==> src/rtl/psw_pkg.sv <==
package psw_pkg;
  localparam int WORD_W    = 16;
  localparam int POS_CARRY = 0;
  localparam int POS_PAR   = 2;
  localparam int POS_HALF  = 4;
  localparam int POS_ZERO  = 6;
  localparam int POS_SIGN  = 7;
  localparam int POS_TRACE = 8;
  localparam int POS_IEN   = 9;
  localparam int POS_DIR   = 10;

  // bits that read as constant 1
  localparam logic [WORD_W-1:0] FIXED_ONES = 16'h0002;

  typedef enum logic [2:0] {
    CMD_NONE      = 3'd0,
    CMD_CARRY_CLR = 3'd1,
    CMD_CARRY_SET = 3'd2,
    CMD_CARRY_TOG = 3'd3,
    CMD_DIR_CLR   = 3'd4,
    CMD_DIR_SET   = 3'd5,
    CMD_IEN_CLR   = 3'd6,
    CMD_IEN_SET   = 3'd7
  } flag_cmd_e;

  typedef struct packed {
    logic dir;
    logic ien;
    logic trace;
    logic sign;
    logic zero;
    logic half;
    logic parity;
    logic carry;
  } flag_s;

  function automatic flag_s unpack_word(input logic [WORD_W-1:0] w);
    flag_s f;
    f.carry  = w[POS_CARRY];
    f.parity = w[POS_PAR];
    f.half   = w[POS_HALF];
    f.zero   = w[POS_ZERO];
    f.sign   = w[POS_SIGN];
    f.trace  = w[POS_TRACE];
    f.ien    = w[POS_IEN];
    f.dir    = w[POS_DIR];
    return f;
  endfunction
endpackage

==> src/rtl/psw_arith.sv <==
module psw_arith #(
  parameter int DATA_W = 16,
  parameter int BYTE_W = 8
) (
  input  logic [DATA_W-1:0] result,
  input  logic              word_mode,
  input  logic              carry_in,
  input  logic              half_in,
  output logic              sign,
  output logic              zero,
  output logic              parity,
  output logic              carry,
  output logic              half
);
  localparam int LOW_MSB = BYTE_W - 1;
  localparam int TOP_MSB = DATA_W - 1;

  logic low_zero;
  logic full_zero;

  assign low_zero  = (result[LOW_MSB:0] == '0);
  assign full_zero = (result == '0);

  assign sign   = word_mode ? result[TOP_MSB] : result[LOW_MSB];
  assign zero   = word_mode ? full_zero : low_zero;
  assign parity = ~^result[LOW_MSB:0];
  assign carry  = carry_in;
  assign half   = half_in;
endmodule

==> src/rtl/psw_next.sv <==
module psw_next
  import psw_pkg::*;
(
  input  flag_s      cur,
  input  logic       restore,
  input  flag_s      rest_f,
  input  logic       entry,
  input  logic [2:0] cmd,
  input  logic       alu_valid,
  input  logic       a_sign,
  input  logic       a_zero,
  input  logic       a_parity,
  input  logic       a_carry,
  input  logic       a_half,
  output flag_s      nxt,
  output logic       busy
);
  flag_cmd_e op;

  assign op   = flag_cmd_e'(cmd);
  assign busy = restore | entry | (op != CMD_NONE);

  always_comb begin
    nxt = cur;
    if (restore) begin
      nxt = rest_f;
    end else if (entry) begin
      nxt.trace = 1'b0;
    end else if (op != CMD_NONE) begin
      case (op)
        CMD_CARRY_CLR: nxt.carry = 1'b0;
        CMD_CARRY_SET: nxt.carry = 1'b1;
        CMD_CARRY_TOG: nxt.carry = ~cur.carry;
        CMD_DIR_CLR:   nxt.dir   = 1'b0;
        CMD_DIR_SET:   nxt.dir   = 1'b1;
        CMD_IEN_CLR:   nxt.ien   = 1'b0;
        CMD_IEN_SET:   nxt.ien   = 1'b1;
        default:       nxt       = cur;
      endcase
    end else if (alu_valid) begin
      nxt.sign   = a_sign;
      nxt.zero   = a_zero;
      nxt.parity = a_parity;
      nxt.carry  = a_carry;
      nxt.half   = a_half;
    end
  end
endmodule

==> src/rtl/psw_pack.sv <==
module psw_pack
  import psw_pkg::*;
(
  input  flag_s              f,
  output logic [WORD_W-1:0]  word
);
  always_comb begin
    word             = FIXED_ONES;
    word[POS_CARRY]  = f.carry;
    word[POS_PAR]    = f.parity;
    word[POS_HALF]   = f.half;
    word[POS_ZERO]   = f.zero;
    word[POS_SIGN]   = f.sign;
    word[POS_TRACE]  = f.trace;
    word[POS_IEN]    = f.ien;
    word[POS_DIR]    = f.dir;
  end
endmodule

==> src/rtl/psw_unit.sv <==
module psw_unit
  import psw_pkg::*;
#(
  parameter int DATA_W = 16,
  parameter int BYTE_W = 8
) (
  input  logic              clk,
  input  logic              rst_n,
  input  logic              alu_valid,
  output logic              alu_ready,
  input  logic [DATA_W-1:0] alu_result,
  input  logic              alu_word,
  input  logic              alu_carry,
  input  logic              alu_half,
  input  logic [2:0]        cmd,
  input  logic              entry,
  input  logic              restore,
  input  logic [15:0]       restore_word,
  input  logic              irq_req,
  output logic [15:0]       flags,
  output logic              step_down,
  output logic              irq_take
);
  flag_s cur_q;
  flag_s nxt;
  flag_s rest_f;
  logic  busy;
  logic  a_sign, a_zero, a_parity, a_carry, a_half;

  assign rest_f = unpack_word(restore_word);

  psw_arith #(.DATA_W(DATA_W), .BYTE_W(BYTE_W)) u_arith (
    .result    (alu_result),
    .word_mode (alu_word),
    .carry_in  (alu_carry),
    .half_in   (alu_half),
    .sign      (a_sign),
    .zero      (a_zero),
    .parity    (a_parity),
    .carry     (a_carry),
    .half      (a_half)
  );

  psw_next u_next (
    .cur       (cur_q),
    .restore   (restore),
    .rest_f    (rest_f),
    .entry     (entry),
    .cmd       (cmd),
    .alu_valid (alu_valid),
    .a_sign    (a_sign),
    .a_zero    (a_zero),
    .a_parity  (a_parity),
    .a_carry   (a_carry),
    .a_half    (a_half),
    .nxt       (nxt),
    .busy      (busy)
  );

  always_ff @(posedge clk or negedge rst_n) begin
    if (!rst_n) cur_q <= '0;
    else        cur_q <= nxt;
  end

  psw_pack u_pack (
    .f    (cur_q),
    .word (flags)
  );

  assign alu_ready = ~busy;
  assign step_down = cur_q.dir;
  assign irq_take  = irq_req & cur_q.ien;
endmodule

==> config.mk <==
export PLATFORM = sky130hd
export DESIGN_NAME = psw_unit
export DESIGN_NICKNAME = d
export VERILOG_FILES = /design/src/rtl/psw_pkg.sv /design/src/rtl/psw_arith.sv /design/src/rtl/psw_next.sv /design/src/rtl/psw_pack.sv /design/src/rtl/psw_unit.sv
export SDC_FILE = /design/constraint.sdc
export NUM_CORES = 1
export LEC_CHECK = 0
export BUFFER_PORTS_ARGS = -buffer_cell sky130_fd_sc_hd__clkbuf_2
export CAP_MARGIN = 20
export CORE_MARGIN = 1.5
export CORE_UTILIZATION = 30
export DETAILED_ROUTE_END_ITERATION = 10
export GPL_ROUTABILITY_DRIVEN = 0
export HOLD_SLACK_MARGIN = 0.02
export PLACE_DENSITY = 0.72
export SETUP_SLACK_MARGIN = 0.1
export SLEW_MARGIN = 20
export SYNTH_ARGS = -nofsm -noshare
export SYNTH_HDL_FRONTEND = slang
export SYNTH_HIERARCHICAL = 1
export SYNTH_SLANG_ARGS = --single-unit
export TNS_END_PERCENT = 50
==> constraint.sdc <==
create_clock -name clk -period 1.71 [get_ports clk]
set_clock_uncertainty 0.1 [all_clocks]
set_input_delay 0.342 -clock clk [delete_from_list [all_inputs] [get_ports clk]]
set_output_delay 0.342 -clock clk [all_outputs]
set_load 0.02 [all_outputs]
======== Word level (Yosys, flattened, before mapping) ========
Cells that the tools add are included.
Widths: inputs -> output; s select.
word-level totals
  input bits .............................. 44
  bits in registers ....................... 8
  logic and storage cells ................. 49
cells by class
  reduce and logical (&&, ||, !) cells .... 14
  bitwise logic cells ..................... 5
  eq/ne operators ......................... 10
  mux-type cells .......................... 12
operators by type and width
  cell                number
  $logic_not 16->1    1
  $mux 5              3
  $eq 3x3->1 const B  4
  $reduce_and 3->1    4
  $reduce_bool 3->1   4
  $logic_not 8->1     1
  $mux 8              1
  $reduce_xnor 8->1   1
  $eq 3x2->1 const B  2
  $reduce_bool 2->1   3
  $ne 5x5->1 const B  1
  $pmux 1 s2          2
  $eq 3x1->1 const B  1
  $mux 1              3
  $mux 3              1
  $pmux 1 s3          1
  $mux 2              1
  $ne 2x1->1 const B  1
  $ne 2x2->1 const B  1
  $not 1->1           2
  $or 1x1->1          2
  $and 1x1->1         1

======== Longest topological paths before layout ========
  depth after elaboration ................. 6
  depth in mapped cells ................... 6
  mapped depth without buffers ............ 6

======== Cells and area by module ========
The synthesis kept the hierarchy.
modules (own cells, without submodules)
  module     area an instance (um^2)  instances  sequential area each (um^2)  cells each
  psw_next   250.2                    1          0.0                          39
  psw_unit   210.2                    1          200.2                        10
  psw_arith  167.7                    1          0.0                          24
  psw_pack   127.6                    1          0.0                          18

======== Worst setup path before layout ========
OpenSTA, ideal clock, no wires.
  kind .................................... in2out
  start point ............................. input cmd[0]
  end point ............................... output alu_ready
  setup slack ............................. 0.254 ns
  stages .................................. 3
  data arrival time ....................... 1.014 ns
  cell sequence ........................... nor4_2 -> or2b_1 -> inv_1
on the way
  word-level cells in the longest chain between the ends .. 3
ends and longest elaborated chain
  what               line            RTL
  from (decl)        psw_unit.sv:15  input logic [2:0] cmd,
  $reduce_bool 3->1  psw_next.sv:21  assign busy = restore | entry | (op != CMD_NONE);
  $or 1x1->1         psw_next.sv:21
  net busy           psw_unit.sv:27  logic busy;
  $not 1->1          psw_unit.sv:70  assign alu_ready = ~busy;
  to (decl)          psw_unit.sv:10  output logic alu_ready,
The timed path passes the listed nets, and every way through them passes these cells.

======== Final worst setup path ========
  start point ............................. input cmd[2]
  end point ............................... output alu_ready
The elaborated chain is that of the path after synthesis.

==> results_dict.tcl <==
set metrics [dict create \
    synth_cell_types 26 \
    synth.avg_cell_area_um2 8.30 \
    fin_util_pct 42.4 \
    yosysMostFrequentCell "buf_4" \
    synth-seq-cells 8 \
    synthTopCellsByArea "dfrtp_1, buf_4, ha_1" \
    worst_pin_slew_ns 0.480 \
    area_growth_pct 36.4 \
    status "finished clean" \
    dp_slack_ns 0.0295 \
    dr_total_vias 732 \
    tritoncts "yes" \
    htree_levels 1 \
    slowest_stage "nor4_4" \
    drv_cap 0 \
    first_pass_iters 4 \
    synth_top_area_share_pct 26.5 \
    holdWs_ns 0.210 \
    async_flop_share_pct 100 \
    yosys.area.top_type "dfrtp_1" \
    synthFlopType "dfrtp_1" \
    worstPathCellList "buf_8, nor4_4, or2b_1, inv_1, clkbuf_8" \
    synthMuxAreaShare_pct 3.97 \
    drv_slew 0 \
    grt_pass1_wl_um 2670 \
    cpPeakStageDelay_ns 0.26 \
    slew_headroom_pct 67.2 \
    p_leak_nw 0.568 \
    r2r_start "cur_q[0]" \
    wl_per_cell_um 10.4 \
    startpoint "cmd[2]" \
    root_buffer "clkbuf_4" \
    pin_count 63 \
    hold_class "in2reg" \
    worst_slack_ns 0.100 \
    clockBufferDepth 2 \
    synth_enable_flop_cells 0 \
    synth-simple-area-share_pct 20.2 \
    vdd_drop_max_mv 0.254 \
    diodes 0 \
    clk_latency_ns 0.25 \
    arrival_ns 1.17 \
    rsz0062_at_grt "yes" \
    netlist_area_um2 756 \
    routed_wl_um 1710 \
    drive_above_1_share_pct 47.0 \
    period_share_pct 94.1 \
    grt_max_degree 17 \
    place_inst 157 \
    fill_cells 250 \
    max_freq_mhz 621 \
    finalHoldViolCount 0 \
    die-area_mm2 0.00283 \
    period_needed_ns 1.61 \
    layout.cells.non_filler 164 \
    setup_violations 0 \
    synth_common_cells "buf_4, inv_1, nand2_1" \
    crit_required_ns 1.27 \
    num-nets-final 184 \
    antenna_found_initial 0 \
    synth_cells 91 \
    rows 18 \
    yosysSeqAreaShare_pct 26.5 \
    fin_setup_tns_ns 0 \
    synth_top_family_by_area "buffers and inverters" \
    place_hpwl_um 1450 \
    drt-initial-drc-count 1 \
    synthXorXnorAreaFrac_pct 3.48 \
    synth-compound-area-share_pct 14.7 \
    clk_pin_slew_ns 0.05 \
    yosysWarnings 6 \
    multi_input_area_um2 409 \
    ant_nets 0 \
    core_area_mm2 0.00243 \
    cp-start-kind "input port" \
    clock_sinks 8 \
    grt_pass1_vias 658 \
    portBuffers 46 \
    critPathMaxFanout 5 \
    dieHeight_um 53.2 \
    viasPerCell 4.46 \
    grt.total_usage_pct 13.0 \
    worstSetupPathType "in2out" \
    power_density_mw_per_mm2 570 \
    drc 0 \
    end_kind "primary output" \
    hold_path_startpoint "restore_word[10]" \
    start_util_pct 31.1 \
    regArea_um2 200 \
    synth_fa_ha_area_share_pct 6.62 \
    cts_buffers 3 \
    overflow 0 \
    die_w_um 53.2 \
]
[state kept, by name, indices dropped and copies added, names as in the netlist]
register   count
step_down      1
cur_q          7
[worst max-delay path: cells and delay by family]
family,cells,cell delay (ns)
buffers and inverters,3,0.30
and+or+nand+nor,2,0.52
[cells by family (layout without fill, tap and decap cells)]
logic type,after synthesis,in the layout
AOI/OAI and AO/OA,16,16
other,2,8
muxes,3,3
buffers and inverters,29,66
xor gates and xnor gates,3,3
DFF,8,8
adders and majority gates,4,4
and+or+nand+nor,26,26
[per-stage QoR]
step / total power, W / area [um^2]
floorplan: 0.000383 / 778
global placement: 0.000425 / 928
detailed placement: 0.000436 / 928
CTS: 0.000594 / 1010
global route: 0.000637 / 1030
finish: 0.000588 / 1030
[routing by layer]
metal  up-vias  GRT usage, %  wire length (um)
met2        41          24.8               896
met4         0          5.13                 6
li1        362             -                 -
met5         -             0                 0
met3         2          1.98               155
met1       327          14.1               651
[cell usage in the layout, fill, tap and decap left out, drive strengths merged]
master,netlist,routed
clkbuf,0,47
or2b,1,1
dfrtp,8,8
nor2,1,1
buf,19,8
dlygate4sd3,0,1
a21oi,9,9
ha,4,4
o31ai,1,1
nand4,1,1
and2,2,2
nor2b,5,5
a22o,1,1
a2111oi,1,1
a211oi,1,1
conb,2,8
mux2i,3,3
inv,10,10
xnor2,3,3
o21ai,3,3
nor4,4,4
nand3b,1,1
nor3b,1,1
nand2,10,10
[path summary, 6_finish.rpt]
check	end	slack (ns)	cells past startpoint
setup reg to reg	cur_q[0]	0.17	4
hold reg to reg	cur_q[5]	0.40	1
max in group asynchronous	cur_q[3]	0.97	2
min in group asynchronous	cur_q[6]	0.37	2
setup / recovery	alu_ready	0.10	5
hold / removal	step_down	0.21	3
[timing repair]
action | 4_1_cts | 5_1_grt
setup buffers | 2 | 1
hold buffers | 1 | 0
setup endpoints to repair | 1 | 1
hold endpoints to repair | 8 | 0
resized for setup | 6 | 6
pin swaps | 1 | 1
[cell type report]
class	instances	area share [%]
sequential	8	19.4
tap	30	3.64
timing repair buffer	53	31.4
multi-input combinational	60	39.7
clock buffer	3	2.18
inverter	10	3.64
[power breakdown]
group | leakage (nW) | internal [W] | switching, W
Combinational | 0.461 | 0.000103 | 0.000123
Clock | 0.0138 | 0.0000802 | 0.0000619
Sequential | 0.0936 | 0.000207 | 0.0000124
(Power assumes the default switching activity.)
